[src/rtl/aud_clkgen_pkg.sv]
package aud_clkgen_pkg;

  parameter int unsigned IDX_W = 8;

  typedef enum logic [1:0] {
    FMT_I2S = 2'd0,
    FMT_LJ  = 2'd1,
    FMT_RJ  = 2'd2,
    FMT_DSP = 2'd3
  } fmt_e;

  typedef struct packed {
    logic       slave;
    logic       bclk_inv;
    logic       lrck_inv;
    logic [3:0] bdiv;
    logic [2:0] fdiv;
    fmt_e       fmt;
  } ctl_t;

  // 1, 2, then alternating 3*2^k and 2^k; codes past 13 clamp to 192
  function automatic logic [7:0] bclk_ratio(input logic [3:0] code);
    logic [3:0] sh;
    logic [7:0] r;
    if (code >= 4'd13)     r = 8'd192;
    else if (code == 4'd0) r = 8'd1;
    else if (code == 4'd1) r = 8'd2;
    else if (code[0]) begin
      sh = (code - 4'd1) >> 1;
      r  = 8'd3 << sh;
    end else begin
      sh = (code >> 1) + 4'd1;
      r  = 8'd1 << sh;
    end
    return r;
  endfunction

  function automatic logic [2:0] frame_code_clamp(input logic [2:0] code);
    return (code > 3'd4) ? 3'd4 : code;
  endfunction

  function automatic logic [IDX_W-1:0] frame_last(input logic [2:0] code);
    logic [IDX_W:0] f;
    f = (IDX_W+1)'(16) << frame_code_clamp(code);
    return IDX_W'(f - (IDX_W+1)'(1));
  endfunction

  function automatic logic [IDX_W-1:0] frame_half(input logic [2:0] code);
    return IDX_W'(8) << frame_code_clamp(code);
  endfunction

endpackage

[src/rtl/aud_clkgen_bdiv.sv]
module aud_clkgen_bdiv #(
  parameter int unsigned CNT_W = 8
) (
  input  logic             clk_i,
  input  logic             rst_ni,
  input  logic             run_i,
  input  logic             bypass_i,
  input  logic [CNT_W-1:0] half_i,
  output logic             bclk_o,
  output logic             fall_pre_o
);

  logic [CNT_W-1:0] cnt_q;
  logic             bclk_q;
  logic             flip;

  assign flip       = (cnt_q == half_i - CNT_W'(1));
  // falls at the coming edge; lets downstream registers switch with bclk
  assign fall_pre_o = run_i & (bypass_i | (flip & bclk_q));
  assign bclk_o     = bclk_q;

  always_ff @(posedge clk_i or negedge rst_ni) begin
    if (!rst_ni) begin
      cnt_q  <= '0;
      bclk_q <= 1'b0;
    end else if (!run_i || bypass_i) begin
      cnt_q  <= '0;
      bclk_q <= 1'b0;
    end else if (flip) begin
      cnt_q  <= '0;
      bclk_q <= ~bclk_q;
    end else begin
      cnt_q  <= cnt_q + CNT_W'(1);
    end
  end

endmodule

[src/rtl/aud_clkgen_frame.sv]
module aud_clkgen_frame
  import aud_clkgen_pkg::*;
(
  input  logic       clk_i,
  input  logic       rst_ni,
  input  logic       run_i,
  input  logic       tick_i,
  input  logic [2:0] fdiv_i,
  input  fmt_e       fmt_i,
  output logic       lrck_o,
  output logic       tick_o,
  output logic       frame_start_o,
  output logic       frame_end_o
);

  logic [IDX_W-1:0] idx_q, nxt, nxt2, last, half;
  logic             fresh_q, lrck_q, tick_q, fs_q, wrap, lrck_d;

  assign last        = frame_last(fdiv_i);
  assign half        = frame_half(fdiv_i);
  assign wrap        = fresh_q | (idx_q == last);
  assign nxt         = wrap ? '0 : idx_q + IDX_W'(1);
  assign nxt2        = (nxt == last) ? '0 : nxt + IDX_W'(1);
  assign frame_end_o = tick_i & wrap;

  always_comb begin
    unique case (fmt_i)
      FMT_I2S: lrck_d = (nxt2 >= half);
      FMT_DSP: lrck_d = (nxt == '0);
      default: lrck_d = (nxt >= half);
    endcase
  end

  always_ff @(posedge clk_i or negedge rst_ni) begin
    if (!rst_ni) begin
      idx_q   <= '0;
      fresh_q <= 1'b1;
      lrck_q  <= 1'b0;
      tick_q  <= 1'b0;
      fs_q    <= 1'b0;
    end else if (!run_i) begin
      idx_q   <= '0;
      fresh_q <= 1'b1;
      lrck_q  <= 1'b0;
      tick_q  <= 1'b0;
      fs_q    <= 1'b0;
    end else begin
      tick_q <= tick_i;
      fs_q   <= tick_i & (nxt == '0);
      if (tick_i) begin
        idx_q   <= nxt;
        fresh_q <= 1'b0;
        lrck_q  <= lrck_d;
      end
    end
  end

  assign lrck_o        = lrck_q;
  assign tick_o        = tick_q;
  assign frame_start_o = fs_q;

endmodule

[src/rtl/aud_clkgen_slv.sv]
module aud_clkgen_slv #(
  parameter int unsigned SYNC_W = 2
) (
  input  logic clk_i,
  input  logic rst_ni,
  input  logic bclk_i,
  input  logic lrck_i,
  input  logic bclk_inv_i,
  input  logic lrck_pol_i,
  output logic tick_o,
  output logic frame_start_o
);

  logic [SYNC_W-1:0] b_sync_q, l_sync_q;
  logic              prev_b_q, l_at_tick_q, tick_q, fs_q;
  logic              nb, nl, fall;

  assign nb   = b_sync_q[SYNC_W-1] ^ bclk_inv_i;
  assign nl   = l_sync_q[SYNC_W-1] ^ lrck_pol_i;
  assign fall = prev_b_q & ~nb;

  always_ff @(posedge clk_i or negedge rst_ni) begin
    if (!rst_ni) begin
      b_sync_q    <= '0;
      l_sync_q    <= '0;
      prev_b_q    <= 1'b0;
      l_at_tick_q <= 1'b0;
      tick_q      <= 1'b0;
      fs_q        <= 1'b0;
    end else begin
      b_sync_q <= {b_sync_q[SYNC_W-2:0], bclk_i};
      l_sync_q <= {l_sync_q[SYNC_W-2:0], lrck_i};
      prev_b_q <= nb;
      tick_q   <= fall;
      fs_q     <= fall & nl & ~l_at_tick_q;
      if (fall) l_at_tick_q <= nl;
    end
  end

  assign tick_o        = tick_q;
  assign frame_start_o = fs_q;

endmodule

[src/rtl/aud_clkgen.sv]
module aud_clkgen
  import aud_clkgen_pkg::*;
#(
  parameter bit          LRCK_SENSE_INV = 1'b0,
  parameter int unsigned CNT_W          = 8,
  parameter int unsigned SYNC_W         = 2
) (
  input  logic        clk_i,
  input  logic        rst_ni,
  input  logic        cfg_we_i,
  input  logic [31:0] cfg_wdata_i,
  input  logic        ext_bclk_i,
  input  logic        ext_lrck_i,
  output logic        bclk_o,
  output logic        lrck_o,
  output logic        bit_tick_o,
  output logic        frame_start_o
);

  ctl_t       ctl_q, wr_ctl;
  logic [3:0] act_bdiv_q;
  logic [2:0] act_fdiv_q;
  logic [7:0] ratio;
  logic       run, bypass, bclk_inv, lrck_pol;
  logic       div_bclk, fall_pre;
  logic       m_lrck, m_tick, m_fs, frame_end;
  logic       s_tick, s_fs;
  logic       unused_cfg_bits;
  fmt_e       fmt;

  assign wr_ctl = '{
    slave:    cfg_wdata_i[15],
    bclk_inv: cfg_wdata_i[14],
    lrck_inv: cfg_wdata_i[13],
    bdiv:     cfg_wdata_i[12:9],
    fdiv:     cfg_wdata_i[8:6],
    fmt:      fmt_e'(cfg_wdata_i[3:2])
  };
  // word size and spare bits belong to the serializer
  assign unused_cfg_bits = ^{cfg_wdata_i[31:16], cfg_wdata_i[5:4], cfg_wdata_i[1:0]};

  always_ff @(posedge clk_i or negedge rst_ni) begin
    if (!rst_ni) begin
      ctl_q       <= '0;
      ctl_q.slave <= 1'b1;
    end else if (cfg_we_i) begin
      ctl_q <= wr_ctl;
    end
  end

  assign run      = ~ctl_q.slave;
  assign bclk_inv = ctl_q.bclk_inv;
  assign lrck_pol = ctl_q.lrck_inv ^ LRCK_SENSE_INV;
  assign fmt      = ctl_q.fmt;

  // divider codes: track freely while stopped, latch at frame end while running
  always_ff @(posedge clk_i or negedge rst_ni) begin
    if (!rst_ni) begin
      act_bdiv_q <= '0;
      act_fdiv_q <= '0;
    end else if (!run) begin
      act_bdiv_q <= cfg_we_i ? wr_ctl.bdiv : ctl_q.bdiv;
      act_fdiv_q <= cfg_we_i ? wr_ctl.fdiv : ctl_q.fdiv;
    end else if (frame_end) begin
      act_bdiv_q <= ctl_q.bdiv;
      act_fdiv_q <= ctl_q.fdiv;
    end
  end

  assign ratio  = bclk_ratio(act_bdiv_q);
  assign bypass = (ratio == 8'd1);

  aud_clkgen_bdiv #(.CNT_W(CNT_W)) u_bdiv (
    .clk_i     (clk_i),
    .rst_ni    (rst_ni),
    .run_i     (run),
    .bypass_i  (bypass),
    .half_i    (CNT_W'(ratio >> 1)),
    .bclk_o    (div_bclk),
    .fall_pre_o(fall_pre)
  );

  aud_clkgen_frame u_frame (
    .clk_i        (clk_i),
    .rst_ni       (rst_ni),
    .run_i        (run),
    .tick_i       (fall_pre),
    .fdiv_i       (act_fdiv_q),
    .fmt_i        (fmt),
    .lrck_o       (m_lrck),
    .tick_o       (m_tick),
    .frame_start_o(m_fs),
    .frame_end_o  (frame_end)
  );

  aud_clkgen_slv #(.SYNC_W(SYNC_W)) u_slv (
    .clk_i        (clk_i),
    .rst_ni       (rst_ni),
    .bclk_i       (ext_bclk_i),
    .lrck_i       (ext_lrck_i),
    .bclk_inv_i   (bclk_inv),
    .lrck_pol_i   (lrck_pol),
    .tick_o       (s_tick),
    .frame_start_o(s_fs)
  );

  assign bclk_o        = run ? ((bypass ? clk_i : div_bclk) ^ bclk_inv) : ext_bclk_i;
  assign lrck_o        = run ? (m_lrck ^ lrck_pol) : ext_lrck_i;
  assign bit_tick_o    = run ? m_tick : s_tick;
  assign frame_start_o = run ? m_fs : s_fs;

endmodule

[config.mk]
export PLATFORM = sky130hd
export DESIGN_NAME = aud_clkgen
export DESIGN_NICKNAME = d
export VERILOG_FILES = /design/src/rtl/aud_clkgen_pkg.sv /design/src/rtl/aud_clkgen_bdiv.sv /design/src/rtl/aud_clkgen_frame.sv /design/src/rtl/aud_clkgen_slv.sv /design/src/rtl/aud_clkgen.sv
export SDC_FILE = /design/constraint.sdc
export NUM_CORES = 1
export LEC_CHECK = 0
export BUFFER_PORTS_ARGS = -buffer_cell sky130_fd_sc_hd__buf_2
export CAP_MARGIN = 20
export CORE_ASPECT_RATIO = 1.4
export CORE_MARGIN = 8
export CORE_UTILIZATION = 25
export DETAILED_ROUTE_END_ITERATION = 10
export HOLD_SLACK_MARGIN = 0.08
export MAX_ROUTING_LAYER = met4
export PLACE_DENSITY = 0.51
export SYNTH_ARGS = -nofsm -noshare
export SYNTH_HDL_FRONTEND = slang
export SYNTH_SLANG_ARGS = --single-unit
[constraint.sdc]
create_clock -name clk_i -period 3.4 [get_ports clk_i]
set_input_delay 0.51 -clock clk_i [delete_from_list [all_inputs] [get_ports clk_i]]
set_output_delay 0.51 -clock clk_i [all_outputs]
set_load 0.05 [all_outputs]
==> qor.txt, run 1 <==
Reg2Reg Depth -> 16
ranking of synthesized cells by area -> dfrtp_1 (33%), ha_1 (6.7%), xnor2_1 (3.7%), nor2_1 (3.5%), mux2_2 (3.5%)
Nets -> 498
Syn Area/Cell -> 9.11 um^2
Final Cycle Share -> 0.985
peak supply drop -> 0.357 mV
worst hold-check path type -> in -> reg
die width -> 116 um
Total GRT Usage -> 0.110
fill count -> 1450
Buffers on Ports -> 20
Util after Layout -> 0.327
Initial Util -> 0.255
FP Rows -> 51
number of flops mapped to enable cells by yosys -> 0
Syn Inst Count -> 387
RePlAce Congestion -> 0.873
reg-to-reg startpoint -> act_fdiv_q[2]
Clock Latency Late Sink -> 0.41 ns
hold_ws -> 0.227 ns
CP max-delay cell -> dfrtp_2
CTS tree -> yes
area of the multi-input gates -> 2290 um^2
# DRC -> 0
endpoints failing setup -> 0
Final ANT Viol Nets -> 0
setup TNS -> 0 ns
Synth Warn # -> 0
startpoint type of the worst setup path -> flop
share of cells above drive strength 1 -> 0.321
PwrDens -> 581 nW/um^2
Seq/Total Area, Yosys -> 0.341
Period minus WS final -> 3.35 ns
status -> completed
Slew headroom -> 0.620
Worst EP arrival -> 3.62 ns
largest net degree at the start of global routing -> 49
core area -> 13800 um^2
largest area contributor in the netlist -> dfrtp_1
Post-Synthesis Cell Area -> 3530 um^2
delay-heaviest family, CP -> compound AO/OA/AOI/OAI gates
wirelength, routed -> 9460 um
final hold violation count -> 0
most common cell after layout, fill and taps aside -> dfrtp_1
most frequent cells in the layout -> dfrtp_1 (44), buf_4 (40), nor2_1 (30), nand2_1 (22), nand3_1 (21)
Post-synth top flop -> dfrtp_1
max-slew violations -> 0
first-pass GRT wire length -> 15600 um
Vias/cell -> 4.89
DRT iter0 DRCs -> 94
post-place instance area -> 3990 um^2
total nets after synthesis -> 443
top-area cell type share of the netlist area -> 0.326
CP Class -> reg -> reg
vias in the first global route -> 3191
Async S/R FF share, synth -> 1.00
GRT Residual Overflow -> 0
Routed WL per cell -> 15.1 um
Final HPWL DP -> 6730 um
crit path cell chain -> buf_4, buf_4, nor3_1, a22oi_1, a21boi_4, or3_1, nor2_2, o21ai_0, and4bb_2, nor2_2, ha_1, a21o_1, a21oi_2, o21ai_2, a221oi_2, o41ai_2
antenna violations before repair -> 0
Reg2Reg Setup Slack -> 0.05 ns
Clk pin slew, worst setup/hold paths -> 0.07 ns
die height -> 157 um
hold path start -> ext_lrck_i
Buf/Inv on CP -> 2
worst slew pin tran -> 0.569 ns
Leakage -> 1.88 nW
Hold EP -> u_slv.l_sync_q[0]
Req. time, crit path -> 3.67 ns
critical path endpoint category -> flop
#FFs+latches synth -> 48
Layout Skew -> 0.0114 ns
Area growth syn-to-layout -> 28.4%
FF-to-FF End -> u_frame.lrck_o
CP max stage delay -> 0.41 ns
register area -> 1210 um^2
Final Cell Area -> 4530 um^2
peak fanout along the critical path -> 6
routed vias -> 3071
MaxCap Viol Count -> 0
n_diodes -> 0
fmax -> 299 MHz
RSZ-0062 raised after global routing -> yes
first-pass detailed-route iteration total -> 4
# IOs -> 41
Worst Hold Depth -> 1
DIE AREA -> 18200 um^2
Netlist cell types -> 72
[cell usage after synthesis (3+ instances only)]
| master | instances |
|---|---|
| a211oi_1 | 3 |
| a21o_1 | 4 |
| a21oi_1 | 16 |
| a31oi_1 | 8 |
| buf_2 | 6 |
| buf_4 | 3 |
| buf_6 | 4 |
| clkbuf_1 | 9 |
| dfrtp_1 | 46 |
| ha_1 | 19 |
| inv_1 | 17 |
| mux2_2 | 11 |
| mux2i_1 | 4 |
| nand2_1 | 23 |
| nand2b_1 | 6 |
| nand3_1 | 21 |
| nand3b_1 | 3 |
| nand4_1 | 4 |
| nor2_1 | 33 |
| nor2_2 | 10 |
| nor3_1 | 7 |
| nor3b_1 | 3 |
| o211ai_1 | 11 |
| o21ai_0 | 23 |
| or3_1 | 6 |
| xnor2_1 | 15 |
| xor2_1 | 14 |
[area by class of cell]
cell class                 count  share of cell area
clock buffer                  10              0.0483
timing repair buffer          66               0.111
sequential                    48               0.266
clock inverter                 2             0.00304
multi-input combinational    299               0.505
tap                          185              0.0511
inverter                      18              0.0149
[where the power goes]
part,total (mW),switching (mW),internal [mW]
combinational,1.18,0.665,0.515
clock,0.724,0.273,0.450
sequential,0.727,0.0816,0.645
total,2.63,1.02,1.61
[logic make-up after synthesis]
kind of cell    after synthesis  share of synthesized area
simple gates                138                      0.207
xor+xnor                     29                     0.0720
buf+inv                      41                     0.0607
flops                        48                      0.341
mux                          16                     0.0504
fa+ha+maj                    20                     0.0706
compound gates               95                      0.198
[registers in the layout, indices dropped and copies added, names as in the netlist, 2 cells and up]
| name | flops |
|---|---|
| u_bdiv.cnt_q | 8 |
| u_frame.idx_q | 8 |
| u_slv.l_sync_q | 2 |
| ctl_q | 8 |
| fmt | 2 |
| act_bdiv_q | 4 |
| u_slv.b_sync_q | 2 |
| act_fdiv_q | 3 |
[through the flow]
stage	setup slack (ns)	std cells	total power, mW
global placement	-0.0267	606	1.72
detailed placement	-0.0575	606	1.74
floorplan	0.103	387	1.49
global route	-0.128	628	2.80
finish	0.0510	628	2.63
CTS	-0.0487	617	2.46
[how the worst max path moves through the flow]
stage                  startpoint        endpoint  slack, ns  depth (start not counted)
floorplan           act_fdiv_q[2]  u_frame.lrck_o       0.10                         16
global placement    act_fdiv_q[2]  u_frame.lrck_o      -0.03                         14
detailed placement  act_fdiv_q[2]  u_frame.lrck_o      -0.06                         15
CTS                 act_fdiv_q[2]  u_frame.lrck_o      -0.05                         14
global route        act_fdiv_q[2]  u_frame.lrck_o      -0.13                         15
finish              act_fdiv_q[2]  u_frame.lrck_o       0.05                         16
[repair_timing]
| item | CTS | global route |
|---|---|---|
| cloned | 0 | 2 |
| setup endpoints to repair | 12 | 26 |
| setup buffers | 0 | 7 |
| endpoints found under the hold margin | 0 | 9 |
| pin swaps | 0 | 24 |
| gates resized for setup | 6 | 37 |
| hold buffers | 0 | 1 |
[layer usage]
layer  routed length (um)  global-route usage
met1                 3840               0.120
met2                 5140               0.193
met3                  257              0.0185
met4                  224              0.0477
met5                    0                   -
No activity file was read; power rests on OpenSTA's default activity.
==> inputs of run 2 (changes only) <==
Settings changed: RECOVER_POWER from default to 25.
==> qor.txt, run 2 (same netlist as run 1, synthesis figures left out) <==
Reg2Reg Setup Slack -> 0.05 ns (about the same)
startpoint type of the worst setup path -> flop (unchanged)
Worst Hold Depth -> 1 (unchanged)
Total Power -> 2.63 mW (about the same)
Final ANT Viol Nets -> 0 (unchanged)
FF-to-FF End -> u_frame.lrck_o (unchanged)
peak supply drop -> 0.356 mV (was 0.357 mV)
max-slew violations -> 0 (unchanged)
CTS tree -> yes (unchanged)
first-pass detailed-route iteration total -> 4 (unchanged)
fill count -> 1450 (unchanged)
final hold violation count -> 0 (unchanged)
CP max stage delay -> 0.41 ns (about the same)
peak fanout along the critical path -> 6 (unchanged)
GRT Residual Overflow -> 0 (unchanged)
Clock Latency Late Sink -> 0.41 ns (about the same)
Leakage -> 1.87 nW (was 1.88 nW)
DRT iter0 DRCs -> 87 (was 94)
area of the multi-input gates -> 2290 um^2 (unchanged)
register area -> 1210 um^2 (unchanged)
delay-heaviest family, CP -> compound AO/OA/AOI/OAI gates (unchanged)
FP Rows -> 51 (unchanged)
most common cell after layout, fill and taps aside -> dfrtp_1 (unchanged)
Buf/Inv on CP -> 2 (unchanged)
Final Cell Area -> 4520 um^2 (was 4530 um^2)
hold_ws -> 0.232 ns (was 0.227 ns)
die height -> 157 um (unchanged)
die width -> 116 um (unchanged)
Nets -> 498 (unchanged)
Routed WL per cell -> 15.0 um (was 15.1 um)
Initial Util -> 0.255 (unchanged)
vias in the first global route -> 3191 (unchanged)
Reg2Reg Depth -> 16 (unchanged)
# DRC -> 0 (unchanged)
# IOs -> 41 (unchanged)
RSZ-0062 raised after global routing -> yes (unchanged)
RePlAce Congestion -> 0.873 (unchanged)
biggest regs -> ctl_q (8), u_bdiv.cnt_q (8), u_frame.idx_q (8) (unchanged)
Period minus WS final -> 3.35 ns (about the same)
crit path cell chain -> buf_4, buf_4, nor3_1, a22oi_1, a21boi_4, or3_1, nor2_2, o21ai_0, and4bb_2, nor2_2, ha_1, a21o_1, a21oi_2, o21ai_2, a221oi_2, o41ai_2 (unchanged)
reg-to-reg startpoint -> act_fdiv_q[2] (unchanged)
Total GRT Usage -> 0.110 (unchanged)
n_diodes -> 0 (unchanged)
share of cells above drive strength 1 -> 0.300 (was 0.321)
endpoints failing setup -> 0 (unchanged)
Slew headroom -> 0.408 (was 0.620)
Clk pin slew, worst setup/hold paths -> 0.07 ns (about the same)
Util after Layout -> 0.327 (about the same)
PwrDens -> 581 nW/um^2 (about the same)
core area -> 13800 um^2 (unchanged)
wirelength, routed -> 9450 um (was 9460 um)
status -> completed (unchanged)
Req. time, crit path -> 3.67 ns (about the same)
Final HPWL DP -> 6730 um (unchanged)
Buffers on Ports -> 20 (unchanged)
DIE AREA -> 18200 um^2 (unchanged)
fmax -> 298 MHz (was 299 MHz)
critical path endpoint category -> flop (unchanged)
worst slew pin tran -> 0.888 ns (was 0.569 ns)
worst hold-check path type -> in -> reg (unchanged)
Area growth syn-to-layout -> 28.3% (was 28.4%)
post-place instance area -> 3990 um^2 (unchanged)
Final Cycle Share -> 0.986 (was 0.985)
MaxCap Viol Count -> 0 (unchanged)
Hold EP -> u_slv.l_sync_q[0] (unchanged)
CP Class -> reg -> reg (unchanged)
CP max-delay cell -> dfrtp_2 (unchanged)
Worst EP arrival -> 3.63 ns (was 3.62 ns)
most frequent cells in the layout -> dfrtp_1 (44), buf_4 (40), nor2_1 (30), nand2_1 (22), nand3_1 (21) (unchanged)
routed vias -> 3052 (was 3071)
Vias/cell -> 4.86 (was 4.89)
first-pass GRT wire length -> 15600 um (unchanged)
hold path start -> ext_lrck_i (unchanged)
largest net degree at the start of global routing -> 49 (unchanged)
Layout Skew -> 0.0115 ns (was 0.0114 ns)
antenna violations before repair -> 0 (unchanged)
[run 2: cell types whose count changed in the layout (fill, tap and decap cells not counted)]
cell / before / now
mux2_1: 0 / 5
mux2_2: 11 / 6
buf_2: 20 / 16
clkbuf_1: 0 / 4
[run 2: metrics by stage]
step | cells | setup slack (ns) | setup TNS [ns]
finish | 628 | 0.0465 | 0
global route | 628 | -0.128 | -0.243
CTS | 617 | -0.0487 | -0.185
detailed placement | 606 | -0.0575 | -0.292
global placement | 606 | -0.0267 | -0.0267
floorplan | 387 | 0.103 | 0
[run 2: routing by layer]
layer	up-vias	share of wire	GRT usage	wire length, um
met5	-	0	-	0
met4	0	0.024	0.0477	223
li1	1512	-	-	-
met3	17	0.024	0.0185	229
met2	53	0.54	0.193	5110
met1	1470	0.41	0.120	3880
[run 2: layout make-up]
type	count	share of cell area
sequential	48	0.267
timing repair buffer	66	0.110
tap	185	0.0512
multi-input combinational	299	0.506
clock buffer	10	0.0484
clock inverter	2	0.00304
inverter	18	0.0149
[run 2: power by group]
group          leakage, nW  total [mW]  internal, mW  switching, mW
combinational         1.15        1.18         0.513          0.666
sequential           0.602       0.726         0.645         0.0816
clock                0.123       0.725         0.450          0.275
total                 1.87        2.63          1.61           1.02
[run 2: repair_timing]
action | CTS | global route
setup buffers | 0 | 7
endpoints found under the hold margin | 0 | 9
endpoints found under the setup margin | 12 | 26
cloned | 0 | 2
pin swaps | 0 | 24
hold buffers | 0 | 1
resized for setup | 6 | 37
[run 2: worst register-to-register path, delay by kind of cell, from the launching register on]
family | cells | cell delay (ns)
buf+inv | 2 | 0.24
fa+ha+maj | 1 | 0.31
compound gates | 8 | 1.26
simple gates | 5 | 1.02
flops | 1 | 0.41
[run 2: worst max path at each step]
stage / startpoint / endpoint / slack [ns] / depth (start not counted)
2_1_floorplan: act_fdiv_q[2] / u_frame.lrck_o / 0.10 / 16
3_3_place_gp: act_fdiv_q[2] / u_frame.lrck_o / -0.03 / 14
3_5_place_dp: act_fdiv_q[2] / u_frame.lrck_o / -0.06 / 15
4_1_cts: act_fdiv_q[2] / u_frame.lrck_o / -0.05 / 14
5_1_grt: act_fdiv_q[2] / u_frame.lrck_o / -0.13 / 15
6_report: act_fdiv_q[2] / u_frame.lrck_o / 0.05 / 16
